**config.mk**
```make
export PLATFORM = sky130hd
export DESIGN_NAME = mfm_write_encoder
export DESIGN_NICKNAME = d
export VERILOG_FILES = /design/src/rtl/mfm_enc_pkg.sv /design/src/rtl/mfm_byte_feed.sv /design/src/rtl/mfm_cell_window.sv /design/src/rtl/mfm_write_encoder.sv
export SDC_FILE = /design/constraint.sdc
export NUM_CORES = 1
export LEC_CHECK = 0
export CORE_AREA = 2 2 57 59
export CTS_CLUSTER_DIAMETER = 40
export DETAILED_ROUTE_END_ITERATION = 8
export DIE_AREA = 0 0 59 61
export PLACE_DENSITY = 0.79
export REMOVE_ABC_BUFFERS = 1
export SLEW_MARGIN = 15
export SYNTH_ARGS = -nofsm -noshare
export SYNTH_HDL_FRONTEND = slang
export SYNTH_SLANG_ARGS = --single-unit
```
**constraint.sdc**
```tcl
create_clock -name clk -period 2.51 [get_ports clk]
set_input_delay 0.502 -clock clk [delete_from_list [all_inputs] [get_ports clk]]
set_output_delay 0.502 -clock clk [all_outputs]
set_load 0.01 [all_outputs]
```
**src/rtl/mfm_enc_pkg.sv**
```systemverilog
// Shared types and precompensation decision rules for the MFM write encoder.
// Assumes slot codes are consumed by an external delay stage.
package mfm_enc_pkg;

    typedef enum logic [1:0] {
        SHIFT_NONE  = 2'b00,
        SHIFT_EARLY = 2'b01,
        SHIFT_LATE  = 2'b10
    } shift_e;

    // Data transition: decided by the previous and next data bits.
    function automatic shift_e data_shift(input logic prv, input logic nxt);
        if (!prv && nxt)
            return SHIFT_LATE;
        else if (prv && !nxt)
            return SHIFT_EARLY;
        else
            return SHIFT_NONE;
    endfunction

    // Clock transition: decided by the data bit two cells back and the next one.
    function automatic shift_e clock_shift(input logic prv2, input logic nxt);
        if (prv2 && !nxt)
            return SHIFT_LATE;
        else if (!prv2 && nxt)
            return SHIFT_EARLY;
        else
            return SHIFT_NONE;
    endfunction

endpackage

```
**src/rtl/mfm_byte_feed.sv**
```systemverilog
// One-byte input buffer plus an MSB-first bit shifter.
// Presents one data bit at a time to the cell window and flags the bit whose
// leading clock must be dropped in address-mark bytes. Cleared while the
// write gate is low, so no stale bits survive a gate cycle.
module mfm_byte_feed #(
    parameter int BYTE_W       = 8,
    parameter int MARK_GAP_BIT = 2
) (
    input  logic              clk,
    input  logic              rst_n,
    input  logic              gate,
    input  logic              in_valid,
    output logic              in_ready,
    input  logic [BYTE_W-1:0] in_byte,
    input  logic              in_mark,
    input  logic              take,
    output logic              bit_avail,
    output logic              bit_out,
    output logic              bit_noclk
);
    localparam int CNT_W = $clog2(BYTE_W + 1);

    logic [BYTE_W-1:0] buf_q;
    logic              buf_mark;
    logic              buf_full;
    logic [BYTE_W-1:0] sh_q;
    logic              sh_mark;
    logic [CNT_W-1:0]  cnt;

    assign in_ready  = gate && !buf_full;
    assign bit_avail = (cnt != '0);
    assign bit_out   = sh_q[BYTE_W-1];
    assign bit_noclk = sh_mark && (cnt == CNT_W'(MARK_GAP_BIT + 1));

    // Buffer accept, shifter load from the buffer, and bit-by-bit shifting.
    always_ff @(posedge clk) begin
        if (!rst_n || !gate) begin
            buf_q    <= '0;
            buf_mark <= 1'b0;
            buf_full <= 1'b0;
            sh_q     <= '0;
            sh_mark  <= 1'b0;
            cnt      <= '0;
        end else begin
            if (in_valid && in_ready) begin
                buf_q    <= in_byte;
                buf_mark <= in_mark;
                buf_full <= 1'b1;
            end
            if (cnt == '0 && buf_full) begin
                sh_q     <= buf_q;
                sh_mark  <= buf_mark;
                cnt      <= CNT_W'(BYTE_W);
                buf_full <= 1'b0;
            end else if (take && cnt != '0) begin
                sh_q <= sh_q << 1;
                cnt  <= cnt - 1'b1;
            end
        end
    end


    buf_hold_chk: assert property (@(posedge clk) disable iff (!rst_n)
        (gate && buf_full && cnt != '0) |=> buf_full);


    cnt_range_chk: assert property (@(posedge clk) disable iff (!rst_n)
        cnt <= CNT_W'(BYTE_W));

endmodule

```
**src/rtl/mfm_cell_window.sv**
```systemverilog
// Four-bit sliding window of data bits (two back, one back, current, next).
// Judges the current bit: emits its clock slot, then its data slot, each with
// a precompensation code. A cell waits until its next bit has arrived.
// Assumes the feed presents a bit whenever bit_avail is high.
module mfm_cell_window
    import mfm_enc_pkg::*;
(
    input  logic   clk,
    input  logic   rst_n,
    input  logic   gate,
    input  logic   precomp_en,
    input  logic   bit_avail,
    input  logic   bit_in,
    input  logic   noclk_in,
    output logic   take,
    output logic   slot_bit,
    output shift_e slot_shift
);
    logic hist2, hist1, cur, nxt;
    logic noclk_cur, noclk_nxt;
    logic v_cur, v_nxt;
    logic ph;
    logic clk_t;

    // Slot value, precompensation code and bit request for this cycle.
    always_comb begin
        take       = 1'b0;
        slot_bit   = 1'b0;
        slot_shift = SHIFT_NONE;
        clk_t      = !hist1 && !cur && !noclk_cur;
        if (ph) begin
            take       = bit_avail;
            slot_bit   = cur;
            slot_shift = (precomp_en && cur) ? data_shift(hist1, nxt) : SHIFT_NONE;
        end else if (v_cur && v_nxt) begin
            slot_bit   = clk_t;
            slot_shift = (precomp_en && clk_t) ? clock_shift(hist2, nxt) : SHIFT_NONE;
        end else begin
            take = bit_avail;
        end
    end

    // Window advance after a data slot, and priming/refill while waiting.
    always_ff @(posedge clk) begin
        if (!rst_n || !gate) begin
            hist2     <= 1'b0;
            hist1     <= 1'b0;
            cur       <= 1'b0;
            nxt       <= 1'b0;
            noclk_cur <= 1'b0;
            noclk_nxt <= 1'b0;
            v_cur     <= 1'b0;
            v_nxt     <= 1'b0;
            ph        <= 1'b0;
        end else if (ph) begin
            hist2     <= hist1;
            hist1     <= cur;
            cur       <= nxt;
            noclk_cur <= noclk_nxt;
            v_cur     <= v_nxt;
            nxt       <= bit_in;
            noclk_nxt <= noclk_in;
            v_nxt     <= bit_avail;
            ph        <= 1'b0;
        end else if (v_cur && v_nxt) begin
            ph <= 1'b1;
        end else if (bit_avail) begin
            if (!v_cur) begin
                hist2     <= hist1;
                hist1     <= cur;
                cur       <= nxt;
                noclk_cur <= noclk_nxt;
                v_cur     <= v_nxt;
            end
            nxt       <= bit_in;
            noclk_nxt <= noclk_in;
            v_nxt     <= 1'b1;
        end
    end


    hold_cell_chk: assert property (@(posedge clk) disable iff (!rst_n)
        ph |-> (v_cur && v_nxt));

endmodule

```
**src/rtl/mfm_write_encoder.sv**
```systemverilog
// MFM write encoder top: byte feed, cell window, registered slot outputs and
// cylinder-based precompensation and write-current decisions.
// Assumes one clock cycle per half-cell slot.
module mfm_write_encoder
    import mfm_enc_pkg::*;
#(
    parameter int BYTE_W        = 8,
    parameter int CYL_W         = 10,
    parameter int PRECOMP_ABOVE = 128,
    parameter int RWC_FROM      = 128,
    parameter int MARK_GAP_BIT  = 2
) (
    input  logic              clk,
    input  logic              rst_n,
    input  logic              wr_gate,
    input  logic              in_valid,
    output logic              in_ready,
    input  logic [BYTE_W-1:0] in_byte,
    input  logic              in_mark,
    input  logic [CYL_W-1:0]  cyl,
    output logic              wr_slot,
    output logic [1:0]        wr_shift,
    output logic              red_wcur
);
    logic   take, bit_avail, bit_val, bit_noclk;
    logic   slot_bit;
    shift_e slot_shift;
    logic   precomp_en;

    assign precomp_en = (cyl > CYL_W'(PRECOMP_ABOVE));

    mfm_byte_feed #(
        .BYTE_W       (BYTE_W),
        .MARK_GAP_BIT (MARK_GAP_BIT)
    ) feed_i (
        .clk       (clk),
        .rst_n     (rst_n),
        .gate      (wr_gate),
        .in_valid  (in_valid),
        .in_ready  (in_ready),
        .in_byte   (in_byte),
        .in_mark   (in_mark),
        .take      (take),
        .bit_avail (bit_avail),
        .bit_out   (bit_val),
        .bit_noclk (bit_noclk)
    );

    mfm_cell_window win_i (
        .clk        (clk),
        .rst_n      (rst_n),
        .gate       (wr_gate),
        .precomp_en (precomp_en),
        .bit_avail  (bit_avail),
        .bit_in     (bit_val),
        .noclk_in   (bit_noclk),
        .take       (take),
        .slot_bit   (slot_bit),
        .slot_shift (slot_shift)
    );

    // Output register: slot and code, muted while the gate is low.
    always_ff @(posedge clk) begin
        if (!rst_n) begin
            wr_slot  <= 1'b0;
            wr_shift <= SHIFT_NONE;
            red_wcur <= 1'b0;
        end else begin
            wr_slot  <= wr_gate && slot_bit;
            wr_shift <= wr_gate ? slot_shift : SHIFT_NONE;
            red_wcur <= (cyl >= CYL_W'(RWC_FROM));
        end
    end


    no_adjacent_chk: assert property (@(posedge clk) disable iff (!rst_n)
        wr_slot |=> !wr_slot);


    code_needs_edge_chk: assert property (@(posedge clk) disable iff (!rst_n)
        (wr_shift != SHIFT_NONE) |-> (wr_slot && wr_shift != 2'b11));


    outer_on_time_chk: assert property (@(posedge clk) disable iff (!rst_n)
        !(cyl > CYL_W'(PRECOMP_ABOVE)) |=> (wr_shift == SHIFT_NONE));


    rwc_follow_chk: assert property (@(posedge clk) disable iff (!rst_n)
        1'b1 |=> (red_wcur == $past(cyl >= CYL_W'(RWC_FROM))));


    gate_quiet_chk: assert property (@(posedge clk) disable iff (!rst_n)
        !wr_gate |=> (!wr_slot && wr_shift == SHIFT_NONE));

endmodule

```
# [Word level (Yosys, flattened, before mapping)]
# Cells that the tools add are included.
[word_totals] register_bits=36 input_bits=23 elab_cells=104
[op_classes] addsub=1 magnitude_cmp=2 n_eq_ne=3 mux=46 n_reduce_logical=33
[ops] op="two-way mux 1 bit" count=36
[ops] op="two-way mux 8 bit" count=2
[ops] op="logical AND 1 bit" count=15
[ops] op="two-way mux 2 bit" count=6
[ops] op="greater-or-equal comparator 10 x 8 -> 1 bit, second input constant" count=1
[ops] op="> comparator 10 x 8 -> 1 bit, second input constant" count=1
[ops] op="logical NOT 1 bit" count=8
[ops] op="two-way mux 4 bit" count=2
[ops] op="== test 4 x 2 -> 1 bit, second input constant" count=1
[ops] op="logical NOT 4 bit" count=1
[ops] op="AND reduction 2 bit" count=2
[ops] op="nonzero test 2 bit" count=2
[ops] op="nonzero test 4 bit" count=1
[ops] op="OR reduction 2 bit" count=2
[ops] op="subtractor 4 x 1 -> 4 bit, second input constant" count=1
[ops] op="AND reduction 3 bit" count=1
[ops] op="!= test 2 x 1 -> 1 bit, second input constant" count=1
[ops] op="!= test 2 bit, second input constant" count=1
[ops] op="logical OR 1 bit" count=1

# [Longest topological paths before layout]
[depth] depth_word=7 mapped_depth=6 depth_no_buf=5

# [Cells and area by module]
# Synthesis repeated with hierarchy kept, for this count alone.
[unflattened] hier_cells=174 hier_area_um2=1632.8
[by_module_without_submodules] mod="mfm_byte_feed" n_inst=1 cells_per_inst=112 area_each_um2=1043.5
[by_module_without_submodules] mod="mfm_cell_window" n_inst=1 cells_per_inst=50 area_each_um2=450.4
[by_module_without_submodules] mod="mfm_write_encoder" n_inst=1 cells_per_inst=12 area_each_um2=138.9

# [Least setup slack after synthesis]
# OpenSTA, ideal clock, no wires.
[synth_timing] path_kind="register -> register" from="register feed_i.cnt[0]" to="register win_i.noclk_nxt" arrival_ns=1.575 required_ns=2.438 setup_slack_ns=0.863 path_stages_with_launch=7 path_buffers=1 period_less_slack_ns=1.647 path_cell_list="dfxtp_1 inv_1 ha_1 or3b_2 buf_2 a21oi_1 mux2i_1"
[synth_between] elab_chain_cells=5
[synth_lines] item="from (decl)" line="mfm_byte_feed.sv:28" source="logic [CNT_W-1:0] cnt;"
[synth_lines] item="from (signal assigned)" line="mfm_byte_feed.sv:53" source="cnt <= CNT_W'(BYTE_W);"
[synth_lines] item="from (signal assigned)" line="mfm_byte_feed.sv:57" source="cnt <= cnt - 1'b1;"
[synth_lines] item="== test 4 x 2 -> 1 bit" line="mfm_byte_feed.sv:33" source="assign bit_noclk = sh_mark && (cnt == CNT_W'(MARK_GAP_BIT + 1));"
[synth_lines] item="logical AND 1 bit" line="mfm_byte_feed.sv:33"
[synth_lines] item="two-way mux 1 bit" line="mfm_cell_window.sv:67" source="end else if (bit_avail) begin"
[synth_lines] item="two-way mux 1 bit" line="mfm_cell_window.sv:65" source="end else if (v_cur && v_nxt) begin"
[synth_lines] item="two-way mux 1 bit" line="mfm_cell_window.sv:55" source="end else if (ph) begin"
[synth_lines] item="to (signal assigned)" line="mfm_cell_window.sv:62" source="noclk_nxt <= noclk_in;"
[synth_lines] item="to (signal assigned)" line="mfm_cell_window.sv:76" source="noclk_nxt <= noclk_in;"
[synth_lines] item="to (decl)" line="mfm_cell_window.sv:20" source="logic noclk_cur, noclk_nxt;"
# Several ways; a longest one is shown, not always the timed one. The select of a mux whose other input is x is not followed.
# A chain may end at the register's enable or synchronous reset.

# [Worst setup path in the final report]
[layout_timing] from="input wr_gate" to="output in_ready"
[layout_between] elab_chain_cells=1
[layout_lines] item="from (decl)" line="mfm_write_encoder.sv:15" source="input logic wr_gate,"
[layout_lines] item="logical AND 1 bit" line="mfm_byte_feed.sv:30" source="assign in_ready = gate && !buf_full;"
[layout_lines] item="to (decl)" line="mfm_write_encoder.sv:17" source="output logic in_ready,"
# Every way passes these cells.

==> run_results.csv <==
group,metric,value,unit
global_routing,overflow,0,
critical_path,critPathRequiredTime,2.01,ns
drt,wirelength,3.17,mm
logic_synthesis,seq_area_frac_synth,0.466,
logic_synthesis,post-synth-top-count-cell,"dfxtp_1",
layout,syn2layout_area_growth,22.7,%
logic_synthesis,synthTopCellsByArea,"dfxtp_1 47%, mux2i_1 10%, nor2_1 4.9%",
cts,path_clk_slew,0.09,ns
critical_path,crit_path_frequent_cell,"clkdlybuf4s50_1",
drt,wire_per_inst,14.0,µm
global_routing,antenna_found_initial,0,
floorplanning,initial_core_util,0.524,
logic_synthesis,synth_top_area_share,0.466,
logic_synthesis,synth_edf_count,0,
drt,num_vias,1306,
sta,fin_tns_setup,0,ns
layout,drive_gt1_frac,0.0670,
floorplanning,die_area,3600,µm²
floorplanning,coreArea,2950,µm²
logic_synthesis,ys.flop_type,"dfxtp_1",
cts,cts.hold.buffers_added,0,
cts,cts-resized-gates,0,
logic_synthesis,yosys-top-cells-count,"36 x dfxtp_1, 20 x nor2_1, 16 x mux2i_1, 13 x nand2_1, 10 x o21ai_0",
floorplanning,die_h,61,µm
critical_path,cp_slowest_cell,"clkdlybuf4s50_1",
layout,stdcell_count,227,
logic_synthesis,syn_inst,167,
placement,io_buffer_count,27,
layout,n_antenna_cell,0,
critical_path,critical_path_class,"in2out",
drt,avgViaCountPerCell,5.75,
placement,dp.cells,220,
global_routing,grt_pass1_vias,1288,
logic_synthesis,synthArstFlopShare,0,
critical_path,worst_setup_path_start_kind,"input port",
floorplanning,fp-row-count,20,
critical_path,arrival,1.69,ns
cts,cts_buffer_depth,2,
logic_synthesis,yosys.area.top_type,"dfxtp_1",
global_routing,track_usage,0.201,
floorplanning,boundaryPins,28,
pwr,leakage,0.728,nW
sta,worst_slew_pin_slew,0.527,ns
sta,hold_viol,0,
pwr,max-vdd-ir-drop,0.465,mV
outcome,status,"finished clean",
cts,numCtsBuffers,5,
floorplanning,die_w,59,µm
cts,post_cts_buffers,0,
layout,design_area,1900,µm²
sta,finalClockSkew,0.00842,ns
pwr,power_density,823,nW/µm²
critical_path,crit_path_cell_trace,"clkdlybuf4s50_1, nor2b_1, clkdlybuf4s50_1",
sta,slew_violations,0,
sta,clock.fmax,0.457,GHz
sta,min_period,2.19,ns
sta,fin_crit_sh,0.872,
cts,cts_root_buf,"clkbuf_4",
drt,drtAntennaViolNets,0,
layout,multi_input_area,757,µm²
logic_synthesis,synth_area,1550,µm²
global_routing,grt_max_degree,17,
critical_path,critPathMaxStageDelay,0.54,ns
layout,nFillCells,272,
logic_synthesis,ys_warn_count,0,
drt,drt_pass1_iterations,4,
cts,tritoncts,"done",
drt,drc,0,
placement,dp_hpwl,2.35,mm
sta,max-slew-margin-rel,0.649,
cts,cts.sinks,36,
job,drv_cap,0,
placement,gp_congestion,0.817,
layout,nNetsFinal,220,
critical_path,crit_path_end_kind,"output pin",
sta,rsz0062_at_grt,"false",
sta,setup_violations,0,
critical_path,path_max_fanout,4,
drt,initialDrtViolationCount,19,
logic_synthesis,syn_avg_cell_area,9.27,µm²
placement,placed_cell_area,1830,µm²
cts,insertion_delay,0.33,ns
cts,htreeDepth,2,
logic_synthesis,ys_types,37,
min_path,hold_class,"reg2reg",
layout,seq_area,721,µm²
global_routing,grt_pass1_wl,5.42,mm
logic_synthesis,synth_seq_cells,36,
## stage by stage
| step | util | power (W) | hold slack [ns] | setup slack, ns |
|---|---|---|---|---|
| global placement | 0.621 | 0.00121 | 0.444 | 0.331 |
| floorplan | - | 0.00108 | 0.432 | 0.617 |
| CTS | 0.643 | 0.00157 | 0.462 | 0.303 |
| detailed placement | 0.621 | 0.00124 | 0.448 | 0.299 |
| global route | 0.643 | 0.00167 | 0.499 | 0.252 |
| finish | 0.643 | 0.00156 | 0.461 | 0.320 |
## final timing paths
path	startpoint	end	slack, ns	cells past startpoint
setup reg to reg	feed_i.cnt[0]$_SDFFE_PP0P_	win_i.nxt$_SDFFE_PN0P_	0.69	5
setup / recovery	wr_gate	in_ready	0.32	3
hold / removal	feed_i.sh_mark$_SDFFE_PN0P_	feed_i.sh_mark$_SDFFE_PN0P_	0.46	2
hold reg to reg	feed_i.sh_mark$_SDFFE_PN0P_	feed_i.sh_mark$_SDFFE_PN0P_	0.46	2
## area by class of cell
class	count	share of cell area
tap	33	0.0217
sequential	36	0.379
timing repair buffer	31	0.158
multi-input combinational	116	0.399
clock buffer	7	0.0343
inverter	4	0.00791
## placed cells by master, fill, tap and decap left out, types with 4 or more instances in the layout
cell | Yosys | layout
a211oi_1 | 7 | 7
clkdlybuf4s50_1 | 0 | 27
clkbuf_4 | 0 | 5
nor3_1 | 8 | 8
dfxtp_1 | 36 | 36
nor2_1 | 20 | 20
mux2i_1 | 16 | 16
inv_1 | 4 | 4
o21ai_0 | 10 | 10
buf_4 | 0 | 4
nand4b_1 | 4 | 4
a21oi_1 | 8 | 8
nand2_1 | 13 | 13
## worst max-delay path: cells and delay by family
kind | cells | cell delay, ns
simple gates | 1 | 0.14
buf+inv | 2 | 1.04
## layer usage
layer	track usage	share of wire	vias up
met5	0	0	-
met4	0.0779	0.019	0
met3	0.0554	0.054	8
met2	0.389	0.51	33
met1	0.204	0.42	611
li1	-	-	654
## where the power goes
part	switching, W	internal (W)	leakage [nW]
Sequential	0.0000480	0.000628	0.291
Combinational	0.000300	0.000257	0.399
Clock	0.000172	0.000159	0.0374
## logic make-up after synthesis
family / Yosys count / share of synthesized area
DFF: 36 / 0.466
AOI/OAI and AO/OA: 35 / 0.151
adders and majority gates: 3 / 0.0243
buffers and inverters: 15 / 0.0453
muxes: 16 / 0.103
and+or+nand+nor: 62 / 0.210
## registers in the layout, summed over array words and instances, names as in the netlist, 2 cells and up
name	cells
feed_i.cnt	4
wr_shift	2
feed_i.buf_q	8
feed_i.sh_q	8
(Power assumes the default switching activity.)
